$ cat config.mk
export PLATFORM = sky130hd
export DESIGN_NAME = refclk_selector
export DESIGN_NICKNAME = d
export VERILOG_FILES = /design/src/rtl/refsel_pkg.sv /design/src/rtl/refsel_sync.sv /design/src/rtl/refsel_fail_eval.sv /design/src/rtl/refsel_fsm.sv /design/src/rtl/refclk_selector.sv
export SDC_FILE = /design/constraint.sdc
export NUM_CORES = 1
export LEC_CHECK = 0
export BUFFER_PORTS_ARGS = -buffer_cell sky130_fd_sc_hd__buf_2
export CAP_MARGIN = 15
export CORE_UTILIZATION = 50
export CTS_CLUSTER_DIAMETER = 100
export DETAILED_ROUTE_END_ITERATION = 8
export PLACE_DENSITY = 0.85
export SYNTH_ARGS = -nofsm -noshare
export SYNTH_HDL_FRONTEND = slang
export SYNTH_HIERARCHICAL = 1
export SYNTH_SLANG_ARGS = --single-unit
$ cat constraint.sdc
create_clock -name clk -period 1.4 [get_ports clk]
set_input_delay 0.14 -clock clk [delete_from_list [all_inputs] [get_ports clk]]
set_output_delay 0.14 -clock clk [all_outputs]
set_load 0.1 [all_outputs]
$ cat src/rtl/refsel_pkg.sv
package refsel_pkg;

    typedef enum logic [1:0] {
        SEL_A = 2'd0,
        SEL_B = 2'd1,
        SEL_F = 2'd2
    } ref_sel_e;

    typedef struct packed {
        ref_sel_e sel;
        logic     hold;
        logic     evt;
    } sel_state_t;

    localparam logic [1:0] MAN_A    = 2'b00;
    localparam logic [1:0] MAN_B    = 2'b01;
    localparam logic [1:0] MAN_F    = 2'b10;
    localparam logic [1:0] MAN_HOLD = 2'b11;

endpackage

$ cat src/rtl/refsel_sync.sv
module refsel_sync #(
    parameter int WIDTH  = 9,
    parameter int STAGES = 2
) (
    input  logic             clk,
    input  logic             rst_n,
    input  logic [WIDTH-1:0] din,
    output logic [WIDTH-1:0] dout
);

    logic [WIDTH-1:0] chain_d [STAGES];
    logic [WIDTH-1:0] chain_q [STAGES];

    for (genvar g = 0; g < STAGES; g++) begin : g_stage
        if (g == 0) begin : g_first
            assign chain_d[g] = din;
        end else begin : g_next
            assign chain_d[g] = chain_q[g-1];
        end

        always_ff @(posedge clk) begin
            if (!rst_n) chain_q[g] <= '0;
            else        chain_q[g] <= chain_d[g];
        end
    end

    assign dout = chain_q[STAGES-1];

endmodule

$ cat src/rtl/refsel_fail_eval.sv
module refsel_fail_eval (
    input  logic los_a,
    input  logic los_b,
    input  logic los_f,
    input  logic fos_a,
    input  logic fos_b,
    output logic fail_a,
    output logic fail_b,
    output logic fail_f
);

    // frequency offset only disqualifies a primary while the fallback is present
    always_comb begin
        fail_a = los_a | (fos_a & ~los_f);
        fail_b = los_b | (fos_b & ~los_f);
        fail_f = los_f;
    end

endmodule

$ cat src/rtl/refsel_fsm.sv
module refsel_fsm
    import refsel_pkg::*;
(
    input  logic       clk,
    input  logic       rst_n,
    input  logic       fail_a,
    input  logic       fail_b,
    input  logic       fail_f,
    input  logic       los_a,
    input  logic       los_b,
    input  logic       los_f,
    input  logic       auto_s,
    input  logic       revert_s,
    input  logic [1:0] man_s,
    output ref_sel_e   sel_q,
    output logic       hold_q,
    output logic       evt_q
);

    sel_state_t st_d, st_q;
    logic       cur_fail;
    logic       all_fail;
    ref_sel_e   best_sel;

    always_comb begin
        unique case (st_q.sel)
            SEL_A:   cur_fail = fail_a;
            SEL_B:   cur_fail = fail_b;
            default: cur_fail = fail_f;
        endcase
        all_fail = fail_a & fail_b & fail_f;
        if (!fail_a)      best_sel = SEL_A;
        else if (!fail_b) best_sel = SEL_B;
        else              best_sel = SEL_F;
    end

    always_comb begin
        st_d     = st_q;
        st_d.evt = 1'b0;
        if (auto_s) begin
            if (all_fail) begin
                st_d.hold = 1'b1;
            end else if (revert_s || st_q.hold || cur_fail) begin
                st_d.sel  = best_sel;
                st_d.hold = 1'b0;
            end
        end else begin
            unique case (man_s)
                MAN_A: begin st_d.sel = SEL_A; st_d.hold = los_a; end
                MAN_B: begin st_d.sel = SEL_B; st_d.hold = los_b; end
                MAN_F: begin st_d.sel = SEL_F; st_d.hold = los_f; end
                default: st_d.hold = 1'b1;
            endcase
        end
        st_d.evt = (st_d.sel != st_q.sel) || (st_d.hold != st_q.hold);
    end

    always_ff @(posedge clk) begin
        if (!rst_n) st_q <= '{sel: SEL_A, hold: 1'b0, evt: 1'b0};
        else        st_q <= st_d;
    end

    assign sel_q  = st_q.sel;
    assign hold_q = st_q.hold;
    assign evt_q  = st_q.evt;


    all_fail_hold_chk: assert property (@(posedge clk) disable iff (!rst_n)
        (auto_s && fail_a && fail_b && fail_f) |=> hold_q);


    revert_to_a_chk: assert property (@(posedge clk) disable iff (!rst_n)
        (auto_s && revert_s && !fail_a) |=> (sel_q == SEL_A && !hold_q));


    nonrev_stay_chk: assert property (@(posedge clk) disable iff (!rst_n)
        (auto_s && !revert_s && !hold_q && !cur_fail) |=> ($stable(sel_q) && !hold_q));


    hold_keeps_flag_chk: assert property (@(posedge clk) disable iff (!rst_n)
        ($rose(hold_q) && $past(auto_s)) |-> $stable(sel_q));


    man_b_no_fos_chk: assert property (@(posedge clk) disable iff (!rst_n)
        (!auto_s && man_s == MAN_B && !los_b) |=> (sel_q == SEL_B && !hold_q));


    evt_on_change_chk: assert property (@(posedge clk) disable iff (!rst_n)
        (sel_q != $past(sel_q) || hold_q != $past(hold_q)) |-> evt_q);

endmodule

$ cat src/rtl/refclk_selector.sv
module refclk_selector
    import refsel_pkg::*;
#(
    parameter int SYNC_STAGES = 2
) (
    input  logic       clk,
    input  logic       rst_n,
    input  logic       los_a,
    input  logic       los_b,
    input  logic       los_f,
    input  logic       fos_a,
    input  logic       fos_b,
    input  logic       auto_sel,
    input  logic       revert_en,
    input  logic [1:0] man_sel,
    output logic       act_a,
    output logic       act_b,
    output logic       act_f,
    output logic       hold,
    output logic       sel_evt
);

    localparam int PIN_W = 9;

    logic [PIN_W-1:0] raw_pins, sync_pins;
    logic       s_los_a, s_los_b, s_los_f, s_fos_a, s_fos_b;
    logic       s_auto, s_revert;
    logic [1:0] s_man;
    logic       fail_a, fail_b, fail_f;
    ref_sel_e   sel_q;

    assign raw_pins = {los_a, los_b, los_f, fos_a, fos_b, auto_sel, revert_en, man_sel};

    refsel_sync #(.WIDTH(PIN_W), .STAGES(SYNC_STAGES)) i_sync (
        .clk  (clk),
        .rst_n(rst_n),
        .din  (raw_pins),
        .dout (sync_pins)
    );

    assign {s_los_a, s_los_b, s_los_f, s_fos_a, s_fos_b, s_auto, s_revert, s_man} = sync_pins;

    refsel_fail_eval i_fail (
        .los_a (s_los_a),
        .los_b (s_los_b),
        .los_f (s_los_f),
        .fos_a (s_fos_a),
        .fos_b (s_fos_b),
        .fail_a(fail_a),
        .fail_b(fail_b),
        .fail_f(fail_f)
    );

    refsel_fsm i_fsm (
        .clk     (clk),
        .rst_n   (rst_n),
        .fail_a  (fail_a),
        .fail_b  (fail_b),
        .fail_f  (fail_f),
        .los_a   (s_los_a),
        .los_b   (s_los_b),
        .los_f   (s_los_f),
        .auto_s  (s_auto),
        .revert_s(s_revert),
        .man_s   (s_man),
        .sel_q   (sel_q),
        .hold_q  (hold),
        .evt_q   (sel_evt)
    );

    assign act_a = (sel_q == SEL_A);
    assign act_b = (sel_q == SEL_B);
    assign act_f = (sel_q == SEL_F);


    act_onehot_chk: assert property (@(posedge clk) disable iff (!rst_n)
        $countones({act_a, act_b, act_f}) == 1);

endmodule

Word level (Yosys, flattened, before mapping)
Memory sizes are Yosys's and may differ from the RTL's.
Index checks and enable logic that the tools add are counted.
Storage, ports and cells
  register bits after elaboration: 4
  bits in writable memories: 18
  input bits: 11
  output and inout bits: 5
  word-level logic and storage cells: 37
  memories kept: 1
Memories
  i_sync.chain_q: words 2, width 9, read ports 2, clocked after Yosys merged registers in 0, write ports 2, RTL line refsel_sync.sv:12  | logic [WIDTH-1:0] chain_q [STAGES];
Operators by class
  equality and inequality tests: 6
  mux-type cells: 13
  bitwise logic cells: 9
  reduce and logical (&&, ||, !) cells: 5
Operator list (count)
  9-bit two-way mux: 2
  2-bit two-way mux: 3
  3-bit two-way mux: 2
  2-bit one-hot mux with 3 select lines: 1
  1-bit AND: 4
  2-bit by 1-bit == test with 1-bit output (second input constant): 2
  2-bit == test (second input constant): 2
  2-bit zero test: 2
  1-bit bitwise OR: 4
  1-bit logical OR: 3
  1-bit two-way mux: 3
  1-bit one-hot mux with 3 select lines: 1
  2-bit != test: 1
  1-bit one-hot mux with 2 select lines: 1
  1-bit != test: 1
  1-bit NOT: 1

Longest topological paths before layout
  depth after elaboration: 10
  gate-level depth with buffers: 7

Cells and area by module
Netlist, hierarchy kept.
By module, submodules not included
  refsel_sync: times used 1, cells an instance 37, area each 501.7 um2
  refsel_fsm: times used 1, cells an instance 48, area each 345.3 um2
  refsel_fail_eval: times used 1, cells an instance 4, area each 26.3 um2
  refclk_selector: times used 1, cells an instance 3, area each 18.8 um2

Least setup slack after synthesis
Ideal clock, no wire load.
  kind: register to output
  start: register i_fsm.st_q (netlist bit i_fsm/sel_q[1])
  end: output port act_f
  arrival: 1.825 ns
  required time: 1.260 ns
  setup slack: -0.565 ns
  stages on the path, launching flop included: 2
  buffers on the path: 0
  cell sequence: dfxtp_1 nor2b_1
Between the ends
  longest elaborated chain between the ends: 1
RTL lines
  start: declaration: RTL line refsel_fsm.sv:20  | sel_state_t st_d, st_q;
  start signal: assignment: RTL line refsel_fsm.sv:59  | if (!rst_n) st_q <= '{sel: SEL_A, hold: 1'b0, evt: 1'b0};
  start signal: assignment: RTL line refsel_fsm.sv:60  | else st_q <= st_d;
  2-bit == test: RTL line refclk_selector.sv:73  | assign act_f = (sel_q == SEL_F);
  end: declaration: RTL line refclk_selector.sv:18  | output logic act_f,
Every way passes these cells.

==> key figures <==
Synth
  – Synth warn: 6
  – Gate Count Post-Synth: 92
  – Yosys top cell area share: 49.4%
  – Syn Area/Cell: 9.70 um^2
  – Synth area leaders: dfxtp_1 (49%), and2_2 (12%), a21oi_1 (5.6%)
  – Seq cells post-synth: 22
  – Synth Area in Adders: 0%
  – Multiplexer area fraction after synthesis: 1.12%
  – Compound-gate portion of the synthesized area: 16.5%
  – Xor/xnor share of the synthesized area: 0%
  – Sequential share of the synthesized area: 49.4%
  – Syn_nets: 103
  – Area share of and/or/nand/nor cells after synthesis: 27.9%
  – Area leader, netlist: dfxtp_1
  – Main combinational cell family by area after synthesis: simple AND/OR/NAND/NOR gates
  – Number of distinct library cells after synthesis: 27
  – Post-Syn Area: 892 um^2

Global route
  – Antenna violations before repair: 0
  – GR Util met2: 31.8%
  – Grt met1 use: 19.1%
  – Largest net degree at the start of global routing: 23
  – Busiest grt layer: met2
  – Global Route met3 Usage: 3.67%
  – Vias in the first global route: 637
  – Global Route Usage Sum: 17.7%
  – Remaining Overflow, GRT: 0
  – First-pass GRT wire length: 2520 um

STA
  – Fmax: 702 MHz
  – Final period util: 102%
  – Final setup TNS: -25.0 ps
  – Final Hold Vio Count: 0
  – Final Max Slew Viols: 0
  – PnR worst setup slack: -25.0 ps
  – Minimum clock period: 1420 ps
  – Skew final: 8.15 ps
  – Final Setup Violations: 1
  – RSZ-0062 raised after global routing: true
  – Slew @ Worst Pin: 488 ps
  – Rel. slew slack: 67.7%
  – Worst hold slack: 46.7 ps

Cells and area
  – Most frequent cells in the layout: dfxtp_1 (15), and2_2 (14), buf_2 (12)
  – Ant diodes: 0
  – Share of post-route cells with drive strength above 1: 47.7%
  – Leading cell type in the layout, fill and taps excluded: dfxtp_1
  – Fin util: 69.7%
  – Post-route cell area: 1110 um^2
  – Final nets: 123
  – Layout area overhead: 24.5%
  – Final std cells w/o fill: 135
  – Filler instances: 127

Floorplanning
  – Total I/O pin count: 16
  – Core area: 1590 um^2
  – Width of the die: 44.2 um
  – Die H: 44.2 um
  – Num rows: 14
  – Die area: 1960 um^2
  – Starting Density: 56.0%

Power
  – Pwr/cell area: 1110 nW/um^2
  – Worst ir drop on vdd: 0.940 mV
  – Total power: 1.23 mW
  – Leak: 0.455 nW

Drt
  – Antenna Violating Nets Remaining: 0
  – Routed vias/inst: 5.22
  – Post-Route WL: 1700 um
  – Via count: 705
  – DRC: 1
  – Initial DRC count: 16
  – Wire per inst: 12.6 um
  – 1st-pass router iterations: 6

Setup path
  – Critical path launch point type: flop
  – Worst Path Arrival: 1630 ps
  – CP Data Required Time: 1600 ps
  – Critical R2R Launch: i_sync/chain_q[1][6]
  – CP endpoint kind: flop
  – Critical Path Source: i_sync/chain_q[1][6]
  – Reg2Reg Setup Slack: -20 ps
  – Crit path max fanout: 5
  – Category of the most critical setup path: flop to flop

Clock network
  – Number of buffers inserted during clock tree synthesis: 3
  – Clock Root Buffer: clkbuf_4
  – Clock Sinks: 22
  – Post-CTS setup buffers: 0
  – Longest Clk Path Bufs: 2
  – Max H-tree Level: 1
  – Clk Latency, worst-skew pair: 300 ps
  – CTS tree: yes
  – Clock-pin slew on the worst setup and hold paths: 120 ps

Placement
  – Placed inst area: 1030 um^2
  – GP Congestion: 0.912
  – Pre-CTS setup slack: 10.0 ps
  – I/O Buffers: 15
  – Inst Count DP: 131
  – Detailed Place HPWL: 1130 um

Outcome
  – Status: finished, violations left
  – Failing checks: DRC, setup timing

Run
  – Max cap viols: 0

Hold path
  – HP Start: los_f
  – Tightest Hold Check Type: input pin to flop
-- layer usage --
metal / vias to the layer above / wire length (um)
li1: 352 / -
met1: 322 / 736
met2: 27 / 863
met3: 4 / 56
met4: 0 / 39
met5: - / 0
-- kinds of logic after synthesis --
| logic type | after synthesis |
|---|---|
| AOI/OAI and AO/OA | 23 |
| and+or+nand+nor | 37 |
| muxes | 1 |
| buffers and inverters | 9 |
| DFF | 22 |
-- power by group --
group          leakage [nW]  total, mW  internal, mW  switching [mW]
Clock                0.0210      0.338         0.158           0.179
Sequential            0.185      0.680         0.658          0.0222
Combinational         0.249      0.214        0.0793           0.134
-- cells in the mapped netlist --
cell type and instances:
a21oi_1 10, o21ai_0 3, o211ai_1 2, nand3_1 1, nand4_1 1, o2111ai_2 1
dfxtp_1 22, or3_4 1, nor2b_1 3, and2b_2 1, a211oi_1 1, buf_6 1
mux2i_1 1, nand4b_1 1, and2_2 14, nor3_1 1, a21o_1 2, a221oi_1 2
and2_1 4, nand2_1 4, nor2_1 3, nor3b_1 1, inv_1 7, o22ai_1 2
nor4b_2 1, nand2b_1 1, buf_4 1
-- path summary, 6_finish.rpt --
path	cells after the start	end
worst max-delay path	7	i_fsm/sel_q[0]
worst min-delay path	2	i_sync/chain_q[0][6]
worst max register to register	7	i_fsm/sel_q[0]
worst min register to register	1	i_sync/chain_q[1][5]
-- sequential cells by signal, summed over array words and instances, names as in the netlist --
register,flops
i_fsm/hold_q,1
i_fsm/evt_q,1
i_sync/chain_q,18
i_fsm/sel_q,2
-- worst max-delay path: stages, from the launching register on --
cell and delay, ps:
dfxtp_2 340, inv_2 50, a21o_1 180, mux2i_1 120
a21oi_2 210, nand2_1 120, a221oi_2 250, nor2_1 60
-- layout make-up --
| type | count | area, um^2 | share of cell area (%) |
|---|---|---|---|
| flip-flops and latches | 22 | 452 | 40.7 |
| clock buffers | 4 | 36.3 | 3.27 |
| repair buffers | 17 | 123 | 11.0 |
| multi-input cells | 61 | 444 | 40.0 |
| well taps | 24 | 30.0 | 2.70 |
| inverters | 7 | 26.3 | 2.36 |
-- repair_timing --
item,in CTS,in global routing
pin swaps,4,2
setup endpoints to repair,3,4
resized for setup,3,11
hold buffers,0,0
gates cloned,0,0
(Power assumes the default switching activity.)
